File: src/rtl/focus_acq_pkg.sv
package focus_acq_pkg;

    typedef enum logic [2:0] {
        ST_IDLE   = 3'd0,
        ST_RAMP   = 3'd1,
        ST_ARMED  = 3'd2,
        ST_CLOSED = 3'd3,
        ST_LOST   = 3'd4
    } acq_state_e;

endpackage

File: src/rtl/focus_ramp_gen.sv
module focus_ramp_gen #(
    parameter int DRV_W = 12
) (
    input  logic                    clk,
    input  logic                    rst_n,
    input  logic                    restart_i,
    input  logic                    advance_i,
    input  logic signed [DRV_W-1:0] offset_i,
    input  logic        [DRV_W-2:0] height_i,
    input  logic        [DRV_W-2:0] step_i,
    output logic signed [DRV_W-1:0] pos_o
);

    // Extended arithmetic width: offset + height + step cannot overflow.
    localparam int AW = DRV_W + 2;
    localparam logic signed [AW-1:0] OUT_MAX = AW'((64'sd1 <<< (DRV_W - 1)) - 1);
    localparam logic signed [AW-1:0] OUT_MIN = -AW'(64'sd1 <<< (DRV_W - 1));

    typedef struct packed {
        logic signed [AW-1:0] pos;
        logic                 up;
    } ramp_t;

    ramp_t ramp_d, ramp_q;

    logic signed [AW-1:0] off_x, hgt_x, stp_x, top_x, bot_x, trial_x;

    always_comb begin
        off_x   = {{2{offset_i[DRV_W-1]}}, offset_i};
        hgt_x   = {3'b000, height_i};
        stp_x   = {3'b000, step_i};
        top_x   = off_x + hgt_x;
        bot_x   = off_x - hgt_x;
        trial_x = ramp_q.up ? (ramp_q.pos + stp_x) : (ramp_q.pos - stp_x);

        ramp_d = ramp_q;
        if (restart_i) begin
            ramp_d.pos = off_x;
            ramp_d.up  = 1'b1;
        end else if (advance_i) begin
            if (ramp_q.up) begin
                if (trial_x >= top_x) begin
                    ramp_d.pos = top_x;
                    ramp_d.up  = 1'b0;
                end else begin
                    ramp_d.pos = trial_x;
                end
            end else begin
                if (trial_x <= bot_x) begin
                    ramp_d.pos = bot_x;
                    ramp_d.up  = 1'b1;
                end else begin
                    ramp_d.pos = trial_x;
                end
            end
        end
    end

    always_ff @(posedge clk or negedge rst_n) begin
        if (!rst_n) begin
            ramp_q <= '{pos: '0, up: 1'b1};
        end else begin
            ramp_q <= ramp_d;
        end
    end

    // Guard the output range when the programmed triangle exceeds it.
    always_comb begin
        if (ramp_q.pos > OUT_MAX) begin
            pos_o = OUT_MAX[DRV_W-1:0];
        end else if (ramp_q.pos < OUT_MIN) begin
            pos_o = OUT_MIN[DRV_W-1:0];
        end else begin
            pos_o = ramp_q.pos[DRV_W-1:0];
        end
    end

endmodule

File: src/rtl/focus_ok_det.sv
module focus_ok_det #(
    parameter int CA_W = 12
) (
    input  logic            clk,
    input  logic            rst_n,
    input  logic            clear_i,
    input  logic            sample_i,
    input  logic [CA_W-1:0] ca_i,
    input  logic [CA_W-1:0] ca_start_i,
    input  logic [CA_W-1:0] ca_drop_i,
    input  logic            fe_neg_i,
    output logic            fok_o,
    output logic            sign_o
);

    typedef struct packed {
        logic fok;
        logic sign;
    } okdet_t;

    okdet_t ok_d, ok_q;

    always_comb begin
        ok_d = ok_q;
        if (sample_i) begin
            ok_d.sign = fe_neg_i;
        end
        if (clear_i) begin
            ok_d.fok = 1'b0;
        end else if (sample_i) begin
            if (ca_i < ca_drop_i) begin
                ok_d.fok = 1'b0;
            end else if (ca_i >= ca_start_i) begin
                ok_d.fok = 1'b1;
            end
        end
    end

    always_ff @(posedge clk or negedge rst_n) begin
        if (!rst_n) begin
            ok_q <= '{fok: 1'b0, sign: 1'b0};
        end else begin
            ok_q <= ok_d;
        end
    end

    assign fok_o  = ok_q.fok;
    assign sign_o = ok_q.sign;

endmodule

File: src/rtl/focus_loss_timer.sv
module focus_loss_timer #(
    parameter int LOSS_SAMPLES = 132
) (
    input  logic clk,
    input  logic rst_n,
    input  logic active_i,
    input  logic sample_i,
    input  logic fok_i,
    output logic expire_o
);

    localparam int CW = $clog2(LOSS_SAMPLES + 1);
    localparam logic [CW-1:0] LAST = CW'(LOSS_SAMPLES - 1);

    typedef struct packed {
        logic [CW-1:0] cnt;
    } loss_t;

    loss_t lt_d, lt_q;
    logic  bump;

    always_comb begin
        bump     = active_i && sample_i && !fok_i;
        expire_o = bump && (lt_q.cnt == LAST);
        lt_d     = lt_q;
        if (!active_i || (sample_i && fok_i)) begin
            lt_d.cnt = '0;
        end else if (bump) begin
            lt_d.cnt = lt_q.cnt + 1'b1;
        end
    end

    always_ff @(posedge clk or negedge rst_n) begin
        if (!rst_n) begin
            lt_q <= '{cnt: '0};
        end else begin
            lt_q <= lt_d;
        end
    end

endmodule

File: src/rtl/focus_acq_seq.sv
module focus_acq_seq
    import focus_acq_pkg::*;
#(
    parameter int CA_W         = 12,
    parameter int FE_W         = 12,
    parameter int DRV_W        = 12,
    parameter int LOSS_SAMPLES = 132
) (
    input  logic                    clk,
    input  logic                    rst_n,
    input  logic                    start_i,
    input  logic                    sample_i,
    input  logic        [CA_W-1:0]  ca_i,
    input  logic signed [FE_W-1:0]  fe_i,
    input  logic        [CA_W-1:0]  ca_start_i,
    input  logic        [CA_W-1:0]  ca_drop_i,
    input  logic        [FE_W-2:0]  fe_start_i,
    input  logic signed [DRV_W-1:0] ramp_offset_i,
    input  logic        [DRV_W-2:0] ramp_height_i,
    input  logic        [DRV_W-2:0] ramp_step_i,
    output logic signed [DRV_W-1:0] drive_o,
    output logic                    pid_en_o,
    output logic                    fok_o,
    output logic        [2:0]       state_o
);

    typedef struct packed {
        acq_state_e st;
    } seq_t;

    seq_t seq_d, seq_q;

    logic            fe_neg, fe_over, zero_cross;
    logic [FE_W-1:0] fe_mag;
    logic            fok, prev_sign, loss_expire;
    logic            ramp_restart, ramp_advance, clear_ok, closed;
    logic signed [DRV_W-1:0] ramp_pos;

    always_comb begin
        fe_neg     = fe_i[FE_W-1];
        fe_mag     = fe_neg ? (~fe_i + 1'b1) : fe_i;
        fe_over    = fe_mag >= {1'b0, fe_start_i};
        zero_cross = fe_neg != prev_sign;
    end

    always_comb begin
        seq_d = seq_q;
        if (!start_i) begin
            seq_d.st = ST_IDLE;
        end else begin
            unique case (seq_q.st)
                ST_IDLE:   seq_d.st = ST_RAMP;
                ST_RAMP:   if (sample_i && fok && fe_over) seq_d.st = ST_ARMED;
                ST_ARMED: begin
                    if (sample_i) begin
                        if (!fok) begin
                            seq_d.st = ST_RAMP;
                        end else if (zero_cross) begin
                            seq_d.st = ST_CLOSED;
                        end
                    end
                end
                ST_CLOSED: if (loss_expire) seq_d.st = ST_LOST;
                ST_LOST:   if (sample_i) seq_d.st = ST_RAMP;
                default:   seq_d.st = ST_IDLE;
            endcase
        end
    end

    always_ff @(posedge clk or negedge rst_n) begin
        if (!rst_n) begin
            seq_q <= '{st: ST_IDLE};
        end else begin
            seq_q <= seq_d;
        end
    end

    always_comb begin
        closed       = seq_q.st == ST_CLOSED;
        clear_ok     = !start_i || (seq_q.st == ST_IDLE);
        ramp_restart = (seq_q.st == ST_IDLE) || ((seq_q.st == ST_LOST) && sample_i);
        ramp_advance = start_i && sample_i &&
                       ((seq_q.st == ST_RAMP) || (seq_q.st == ST_ARMED));
    end

    focus_ramp_gen #(.DRV_W(DRV_W)) u_ramp (
        .clk       (clk),
        .rst_n     (rst_n),
        .restart_i (ramp_restart),
        .advance_i (ramp_advance),
        .offset_i  (ramp_offset_i),
        .height_i  (ramp_height_i),
        .step_i    (ramp_step_i),
        .pos_o     (ramp_pos)
    );

    focus_ok_det #(.CA_W(CA_W)) u_okdet (
        .clk        (clk),
        .rst_n      (rst_n),
        .clear_i    (clear_ok),
        .sample_i   (sample_i),
        .ca_i       (ca_i),
        .ca_start_i (ca_start_i),
        .ca_drop_i  (ca_drop_i),
        .fe_neg_i   (fe_neg),
        .fok_o      (fok),
        .sign_o     (prev_sign)
    );

    focus_loss_timer #(.LOSS_SAMPLES(LOSS_SAMPLES)) u_loss (
        .clk      (clk),
        .rst_n    (rst_n),
        .active_i (closed),
        .sample_i (sample_i),
        .fok_i    (fok),
        .expire_o (loss_expire)
    );

    assign drive_o  = (seq_q.st == ST_IDLE) ? '0 : ramp_pos;
    assign pid_en_o = closed;
    assign fok_o    = fok;
    assign state_o  = seq_q.st;

endmodule

File: config.mk
export PLATFORM = sky130hd
export DESIGN_NAME = focus_acq_seq
export DESIGN_NICKNAME = d
export VERILOG_FILES = /design/src/rtl/focus_acq_pkg.sv /design/src/rtl/focus_ramp_gen.sv /design/src/rtl/focus_ok_det.sv /design/src/rtl/focus_loss_timer.sv /design/src/rtl/focus_acq_seq.sv
export SDC_FILE = /design/constraint.sdc
export NUM_CORES = 1
export LEC_CHECK = 0
export BUFFER_PORTS_ARGS = -buffer_cell sky130_fd_sc_hd__buf_2
export CAP_MARGIN = 10
export CORE_MARGIN = 1
export CORE_UTILIZATION = 51
export CTS_CLUSTER_SIZE = 8
export DETAILED_ROUTE_END_ITERATION = 8
export PLACE_DENSITY = 0.82
export SLEW_MARGIN = 20
export SYNTH_ARGS = -nofsm -noshare
export SYNTH_HDL_FRONTEND = slang
export SYNTH_SLANG_ARGS = --single-unit
File: constraint.sdc
create_clock -name clk -period 5.9 [get_ports clk]
set_input_delay 1.18 -clock clk [delete_from_list [all_inputs] [get_ports clk]]
set_output_delay 1.18 -clock clk [all_outputs]
set_load 0.01 [all_outputs]
# After elaboration in Yosys (flattened, before gate mapping)
# Cells that the tools add are included.
[totals]
regBits = 28
out_inout_bits = 17
[classes]
addsub = 6
n_lt_le_gt_ge = 7
eq_ne = 11
n_mux = 26
bitwise_logic = 1
n_reduce_logical = 22
[op_table]
columns = ["cell", "count"]
rows = [
  ["$mux 12", 4],
  ["$mux 15", 3],
  ["$mux 14", 3],
  ["$mux 3", 7],
  ["$mux 8", 2],
  ["$pmux 3 s5", 1],
  ["$add 14x12->14", 1],
  ["$ge 14x14->1", 1],
  ["$gt 14x12->1 const B", 1],
  ["$le 14x14->1", 1],
  ["$lt 14x12->1 const B", 1],
  ["$sub 14x12->14", 1],
  ["$add 12x12->13", 1],
  ["$sub 12x12->13", 1],
  ["$add 12x1->12 const B", 1],
  ["$ge 12x11->1", 1],
  ["$ge 12x12->1", 1],
  ["$lt 12x12->1", 1],
  ["$ne 3x3->1 const B", 4],
  ["$not 12->12", 1],
  ["$add 8x1->8 const B", 1],
  ["$eq 8x8->1 const B", 1],
  ["$logic_and 1x1->1", 8],
  ["$eq 3x2->1 const B", 2],
  ["other kinds (12)", 24],
]

# Logic depth before layout (Yosys ltp)
# Gate-level depths: netlist of the first run.
[depth]
ltp_word = 8
ltp_mapped = 24
depth_no_buf = 22

# Cells and area by module
# Synthesis of the first run repeated with hierarchy kept, for this count alone.
[unflattened]
cells_unflattened = 783
hier_area_um2 = 5853.1
[by_module_without_submodules]
columns = ["mod", "n_inst", "cells_each", "area_each_um2"]
rows = [
  ["focus_ramp_gen", 1, 536, 3878.7],
  ["focus_acq_seq", 1, 119, 852.1],
  ["focus_ok_det", 1, 81, 640.6],
  ["focus_loss_timer", 1, 47, 481.7],
]

# Least setup slack after synthesis of the first run
# No wires, ideal clock.
[synth_timing]
kind = "input -> register"
from = "in ramp_step_i[0]"
to = "reg u_ramp.ramp_q[1] in the netlist's numbering"
t_arrival_ns = 5.242
path_slack_ns = 0.523
cell_stages = 21
path_buffers = 0
path_cell_list = "inv_1 ha_1 nor3b_1 nor2_1 xor2_1 ha_1 o211ai_1 o21ai_1 a31oi_1 xnor2_1 ha_1 a211o_1 nor3_1 a21oi_1 a221o_1 maj3_2 a221o_1 a32o_2 and2_4 a211oi_2 o31ai_1"
[synth_between]
elab_chain_len = 7
elab_cells_between_ends = 10
classes_between = "add/sub (2); order compare (2); mux (6)"
[synth_rtl]
columns = ["element", "line_no", "text"]
rows = [
  ["start: declaration", "focus_acq_seq.sv:20", "input logic [DRV_W-2:0] ramp_step_i,"],
  ["$sub 14x12->14 or $add 14x12->14 (tied branches)", "focus_ramp_gen.sv:34", "trial_x = ramp_q.up ? (ramp_q.pos + stp_x) : (ramp_q.pos - stp_x);"],
  ["$mux 14 (*)", "focus_ramp_gen.sv:34", ""],
  ["$le 14x14->1 or $ge 14x14->1 (tied branches)", "focus_ramp_gen.sv:49, focus_ramp_gen.sv:42", ""],
  ["$mux 14, on equally long branches", "focus_ramp_gen.sv:49, focus_ramp_gen.sv:42", ""],
  ["$mux 15 (*)", "focus_ramp_gen.sv:41", "if (ramp_q.up) begin"],
  ["$mux 15 (*)", "focus_ramp_gen.sv:40", "end else if (advance_i) begin"],
  ["$mux 15 (*)", "focus_ramp_gen.sv:37", "if (restart_i) begin"],
  ["end signal: assignment", "focus_ramp_gen.sv:61", "ramp_q <= '{pos: '0, up: 1'b1};"],
  ["end signal: assignment", "focus_ramp_gen.sv:63", "ramp_q <= ramp_d;"],
  ["end: declaration", "focus_ramp_gen.sv:24", "ramp_t ramp_d, ramp_q;"],
]
# Every way passes the cells marked *; elsewhere a longest branch is shown, timed or not. The select of a mux whose other input is x is not followed.
# A chain may end at the register's enable or synchronous reset.

# Final worst setup path of the first run
[layout_timing]
from = "in ramp_step_i[0]"
to = "reg u_ramp.ramp_q[8] in the netlist's numbering"
# The elaborated chain is that of the path after synthesis.

==> results of run 1 <==
-- cells in the mapped netlist (all sizes together) (3+ instances only) --
master,count,area share [%]
a211oi,8,1.2
a21o,23,3.2
a21oi,51,4.7
a221o,4,0.74
a31oi,16,1.9
and3,9,1.0
buf,9,1.1
clkbuf,15,1.0
dfrtp,27,13
fa,3,1.1
ha,97,23
inv,73,5.1
mux2,3,0.63
mux2i,3,0.56
nand2,40,2.9
nand2b,15,1.7
nand3,15,1.4
nand3b,4,0.56
nand4,8,0.93
nor2,61,4.2
nor2b,15,1.8
nor3,12,1.1
nor3b,3,0.42
nor4,4,0.46
o2111ai,6,0.98
o211a,3,0.56
o211ai,14,2.0
o21a,29,4.1
o21ai,31,2.9
o22ai,3,0.35
o31a,3,0.49
o31ai,7,0.98
or3,14,1.6
xnor2,29,4.7
xor2,22,3.6
-- layer usage --
layer / global-route usage [%] / wire length [um] / vias up
met5: 0 / 0 / -
met4: 5.63 / 119 / 0
met3: 2.99 / 900 / 10
met2: 39.6 / 5990 / 168
met1: 34.3 / 6420 / 2473
li1: - / - / 2745
-- final timing paths --
path,startpoint,end,cells past startpoint
max in group asynchronous,rst_n,u_loss.lt_q[4]$_DFFE_PN0P_,1
min in group asynchronous,rst_n,u_ramp.ramp_q[2]$_DFFE_PN0P_,1
hold reg to reg,u_loss.lt_q[0]$_DFFE_PN0P_,u_loss.lt_q[0]$_DFFE_PN0P_,1
hold / removal,u_loss.lt_q[0]$_DFFE_PN0P_,u_loss.lt_q[0]$_DFFE_PN0P_,1
setup reg to reg,u_ramp.ramp_q[0]$_DFFE_PN1P_,u_ramp.ramp_q[8]$_DFFE_PN0P_,19
setup / recovery,ramp_step_i[0],u_ramp.ramp_q[8]$_DFFE_PN0P_,22
-- report_power, final --
group | internal [mW] | leakage [nW] | switching, mW
Sequential | 0.255 | 0.356 | 0.0830
Clock | 0.0910 | 0.0357 | 0.0639
Combinational | 1.20 | 2.83 | 1.64
Total | 1.55 | 3.22 | 1.79
-- registers in the layout, summed over array words and instances (netlist names) --
name	count
u_ramp.ramp_q	15
u_loss.lt_q	8
u_okdet.fok_o	1
u_okdet.sign_o	1
state_o	3
-- per-stage QoR --
stage                     instance area [sq um]  utilization [%]
after floorplan                            5390                -
after global placement                     6080             59.2
after detailed placement                   6080             59.2
after CTS                                  6150             59.8
after global routing                       6150             59.8
final                                      6150             59.8
-- layout make-up --
class	count	share of cell area, %
Multi-Input combinational cell	582	69.8
Sequential cell	28	11.4
Timing Repair Buffer	121	10.4
Inverter	73	4.45
Tap cell	136	2.77
Clock buffer	3	0.671
Clock inverter	1	0.488
-- cells by family after synthesis --
group / synth area share, %
AOI/OAI and AO/OA: 26.9
and+or+nand+nor: 19.5
adders and majority gates: 23.8
xor gates and xnor gates: 8.29
buffers and inverters: 7.27
DFF: 13.0
muxes: 1.18
==> qor.yml, run 1 <==
worst_hold_path:
  min_path_type: "flip-flop to flip-flop"
final_layout:
  area.growth.synth_to_final_pct: 14.1
  diodes: 0
  fill_cells: 966
  final_nets: 1006
  register_area_sq_um: 702
  drive_gt1_share_pct: 17.1
  layout.cells.non_filler: 944
  layout_common_cells: "buf_2, ha_1, inv_1, nor2_1, a21oi_1"
  layout_commonest_cell: "buf_2"
  multi_input_area_sq_mm: 0.00430
floorplanning:
  die_area_sq_mm: 0.0110
  io_pins: 114
  start_util_pct: 52.4
  num_rows: 37
  fp.coreArea_sq_mm: 0.0103
  die_x_um: 105
  die_h_um: 105
sta:
  layout_setup_ws_ns: 0.370
  worst_pin_slew_ns: 0.991
  drv_slew: 0
  min_period_over_period_pct: 93.7
  relSlewSlack_pct: 33.9
  skew_ns: 0.00180
  setup_viol: 0
  worst_hold_slack_ns: 0.538
  final_hold_viol_count: 0
  setup_tns_ns: 0
  fmax_ghz: 0.181
  grt_setup_unrepaired: "false"
  min_period_ns: 5.53
synth:
  synth.avg_cell_area_sq_um: 7.62
  syn-cell-area_sq_mm: 0.00539
  synth_cells: 707
  synth_nets: 904
  yosys_most_used_dff: "dfrtp_1"
  synth_edf_count: 0
  yosysWarnings: 0
  ys_seq_area_share_pct: 13.0
  synth-async-reset-ratio_pct: 100
  ys_types: 64
  synth-seq-cells: 28
placed_design:
  routabilityCongestion: 0.987
  dpl.hpwl_um: 11300
  placed_cells: 940
  io_buffer_count: 113
  dpl_worst_slack_ns: 0.142
pwr:
  p_total_mw: 3.34
  p_leak_nw: 3.22
  vdd_drop_max_mv: 0.335
  power_density_mw_per_mm2: 542
clock_network:
  cts_tree: "done"
  ctsResizeCount: 0
  clk_pin_slew_ns: 0.10
  cts_buffers: 3
  clockBufferDepth: 2
  post_cts_buffers: 0
  h-tree-depth: 1
  clk_latency_ns: 0.28
  root_buffer: "clkbuf_8"
  cts_sinks: 28
  holdBufCountCts: 0
global_routing:
  grt_max_degree: 33
  grt-ovfl-total: 0
  grt_pass1_wl_um: 22400
  grt_pass1_vias: 4940
  antenna_found_initial: 0
  grt_usage_pct: 24.4
worst_setup_path:
  critPathKind: "input port to flip-flop"
  path_common_cell: "ha_1"
  path_delay_family: "compound AO/OA/AOI/OAI gates"
  cp.arrival_ns: 5.73
  critPathBufInv: 2
  path_cells: "buf_2 -> inv_1 -> ha_1 -> nor3b_1 -> nor2_1 -> xor2_1 -> ha_1 -> o211ai_1 -> o21ai_1 -> a31oi_1 -> xnor2_1 -> ha_1 -> a211o_1 -> nor3_1 -> a21oi_1 -> a221o_1 -> maj3_2 -> a221o_1 -> a32o_2 -> nand2_4 -> o211ai_1 -> a31oi_1"
  worstPathRequired_ns: 6.10
  slowest_delay_ns: 0.36
  regToRegSetupSlack_ns: 1.04
  setup.worst_path.start_class: "input port"
  slowest_stage: "a221o_1"
  endpoint_kind: "flip-flop"
  crit_fanout: 20
detailed_routing:
  routed_via_density: 5.72
  wl_per_cell_um: 14.2
  ant_nets: 0
  drc: 0
  first_pass_iters: 5
  drt_iter0_markers: 488
  wl_um: 13400
  vias: 5396
flow_run:
  maxCapViolCount: 0
outcome:
  status: "completed"
Note: power is estimated with default switching activity, not from simulation.
==> run 2, diff against run 1 <==
Settings changed: CORE_UTILIZATION 51 to 55, PLACE_DENSITY 0.82 to 0.87.
==> run 2 against run 1 <==
Compared with the run above:
- maximum frequency is 2.5% lower
- setup slack lost 0.14 ns
- routed wire length increased by 5.8%
- via count grew 4.8%
- sequential share of layout area hardly changed
- clock skew grew 0.0041 ns
- worst hold slack is essentially flat
- flip-flop and latch count is the same
- non-clock buffer count unchanged
- total power is 0.74% higher
- first-iteration DRC count down 12%
- largest power group unchanged
==> qor.yml, run 2 (same netlist as run 1, synthesis figures left out) <==
outcome:
  status: "completed"
clock_network:
  post_cts_buffers: 0  # unchanged
  holdBufCountCts: 0  # unchanged
  h-tree-depth: 1  # unchanged
  clockBufferDepth: 2  # unchanged
  root_buffer: "clkbuf_8"
  cts_tree: "done"
  ctsResizeCount: 0  # unchanged
  cts_buffers: 3  # unchanged
  clk_pin_slew_ns: 0.10  # about the same
  clk_latency_ns: 0.28  # about the same
  cts_sinks: 28  # unchanged
global_routing:
  grt_usage_pct: 28.3  # +3.9 points
  grt_pass1_vias: 5250  # +6.3%
  grt-ovfl-total: 0  # unchanged
  grt_max_degree: 29  # -12%
  grt_pass1_wl_um: 23300  # +4.0%
  antenna_found_initial: 0  # unchanged
worst_setup_path:
  path_delay_family: "compound AO/OA/AOI/OAI gates"
  crit_fanout: 20  # unchanged
  slowest_stage: "a221o_1"
  critPathBufInv: 2  # unchanged
  setup.worst_path.start_class: "input port"
  regToRegSetupSlack_ns: 0.84  # -0.20 ns
  rr_worst_depth: 17  # -2
  slowest_delay_ns: 0.36  # about the same
  worstPathRequired_ns: 6.09  # about the same
  endpoint_kind: "flip-flop"
  r2r_end: "u_ramp.ramp_q[9]$_DFFE_PN0P_"
  critPathKind: "input port to flip-flop"
  cp.arrival_ns: 5.86  # +0.13 ns
  path_common_cell: "ha_1"
  path_cells: "buf_2 -> inv_1 -> ha_1 -> nor3b_1 -> nor2_1 -> xor2_1 -> ha_1 -> o211ai_1 -> o21ai_1 -> a31oi_1 -> xnor2_1 -> ha_1 -> a211o_1 -> nor3_1 -> a21oi_1 -> a221o_1 -> maj3_2 -> a221o_1 -> a32o_2 -> nand2_4 -> o211ai_1 -> a31oi_1"
  r2r_start: "u_ramp.ramp_q[0]$_DFFE_PN1P_"
sta:
  layout_setup_ws_ns: 0.230  # -0.140 ns
  setup_tns_ns: 0  # unchanged
  drv_slew: 0  # unchanged
  final_hold_viol_count: 0  # unchanged
  worst_pin_slew_ns: 1.06  # +0.0717 ns
  skew_ns: 0.00589  # +0.00409 ns
  min_period_ns: 5.67  # +0.140 ns
  worst_hold_slack_ns: 0.538  # +0.000424 ns
  grt_setup_unrepaired: "false"
  min_period_over_period_pct: 96.1  # +2.4 points
  relSlewSlack_pct: 29.2  # -4.8 points
  fmax_ghz: 0.176  # -2.5%
  setup_viol: 0  # unchanged
final_layout:
  drive_gt1_share_pct: 17.1  # unchanged
  final_nets: 1006  # unchanged
  largest_register: "u_ramp.ramp_q"
  final_util_pct: 65.5  # +5.7 points
  layout_commonest_cell: "buf_2"
  diodes: 0  # unchanged
  largest_reg_flops: 15  # unchanged
  area.growth.synth_to_final_pct: 14.0
  final_area_sq_mm: 0.00614  # -0.14%
  layout_common_cells: "buf_2, ha_1, inv_1, nor2_1, a21oi_1"
  layout.cells.non_filler: 937  # -0.74%
placed_design:
  placed_cells: 933  # -0.74%
  routabilityCongestion: 1.03  # +4.3%
  io_buffer_count: 113  # unchanged
  dpl.hpwl_um: 11900  # +4.9%
  dpl_cell_area_sq_mm: 0.00607  # -0.14%
  dpl_worst_slack_ns: 0.104  # -0.0386 ns
floorplanning:
  io_pins: 114  # unchanged
  die_x_um: 101  # -3.6%
  die_h_um: 101  # -3.6%
  start_util_pct: 57.5  # +5.1 points
  num_rows: 35  # -5.4%
  fp.coreArea_sq_mm: 0.00937  # -8.8%
  die_area_sq_mm: 0.0102  # -7.1%
detailed_routing:
  drc: 0  # unchanged
  vias: 5656  # +4.8%
  wl_um: 14200  # +5.8%
  wl_per_cell_um: 15.2  # +6.6%
  ant_nets: 0  # unchanged
  first_pass_iters: 5  # unchanged
  drt_iter0_markers: 428  # -12%
  routed_via_density: 6.04  # +5.6%
pwr:
  p_leak_nw: 3.22  # about the same
  power_density_mw_per_mm2: 547  # +0.89%
  p_total_mw: 3.36  # +0.74%
  vdd_drop_max_mv: 0.316  # -5.5%
flow_run:
  maxCapViolCount: 0  # unchanged
worst_hold_path:
  hp-start: "u_loss.lt_q[0]$_DFFE_PN0P_"
  min_path_type: "flip-flop to flip-flop"
  min_to: "u_loss.lt_q[0]$_DFFE_PN0P_"
  hold_depth: 1  # unchanged
run 2: metal layers:
| metal | wire length (um) | GRT usage [%] | share of wire [%] |
|---|---|---|---|
| met3 | 973 | 2.43 | 6.8 |
| met1 | 6190 | 36.9 | 44 |
| met2 | 6640 | 49.0 | 47 |
| met4 | 409 | 9.81 | 2.9 |
| met5 | 0 | 0 | 0 |
run 2: layout make-up:
| class | count | area, sq um |
|---|---|---|
| clock inverters | 1 | 30.0 |
| well taps | 129 | 161 |
| repair buffers | 121 | 638 |
| fillers | 842 | 3230 |
| clock buffers | 3 | 41.3 |
| inverters | 73 | 274 |
| flip-flops and latches | 28 | 702 |
| multi-input cells | 582 | 4300 |
run 2: where the power goes:
| part | internal, mW | switching [mW] |
|---|---|---|
| clock | 0.0909 | 0.0617 |
| combinational | 1.20 | 1.67 |
| sequential | 0.255 | 0.0874 |
| total | 1.54 | 1.82 |
run 2: worst max-delay path by stage:
stage,endpoint,from,slack [ns],cells past startpoint
detailed placement,u_ramp.ramp_q[6]$_DFFE_PN0P_,ramp_step_i[1],0.10,22
finish,u_ramp.ramp_q[9]$_DFFE_PN0P_,ramp_step_i[1],0.23,22
global route,u_ramp.ramp_q[9]$_DFFE_PN0P_,ramp_step_i[0],0.05,22
floorplan,u_ramp.ramp_q[1]$_DFFE_PN0P_,ramp_step_i[0],0.52,21
CTS,u_ramp.ramp_q[9]$_DFFE_PN0P_,ramp_step_i[1],0.36,22
global placement,u_ramp.ramp_q[1]$_DFFE_PN0P_,ramp_step_i[0],0.33,22
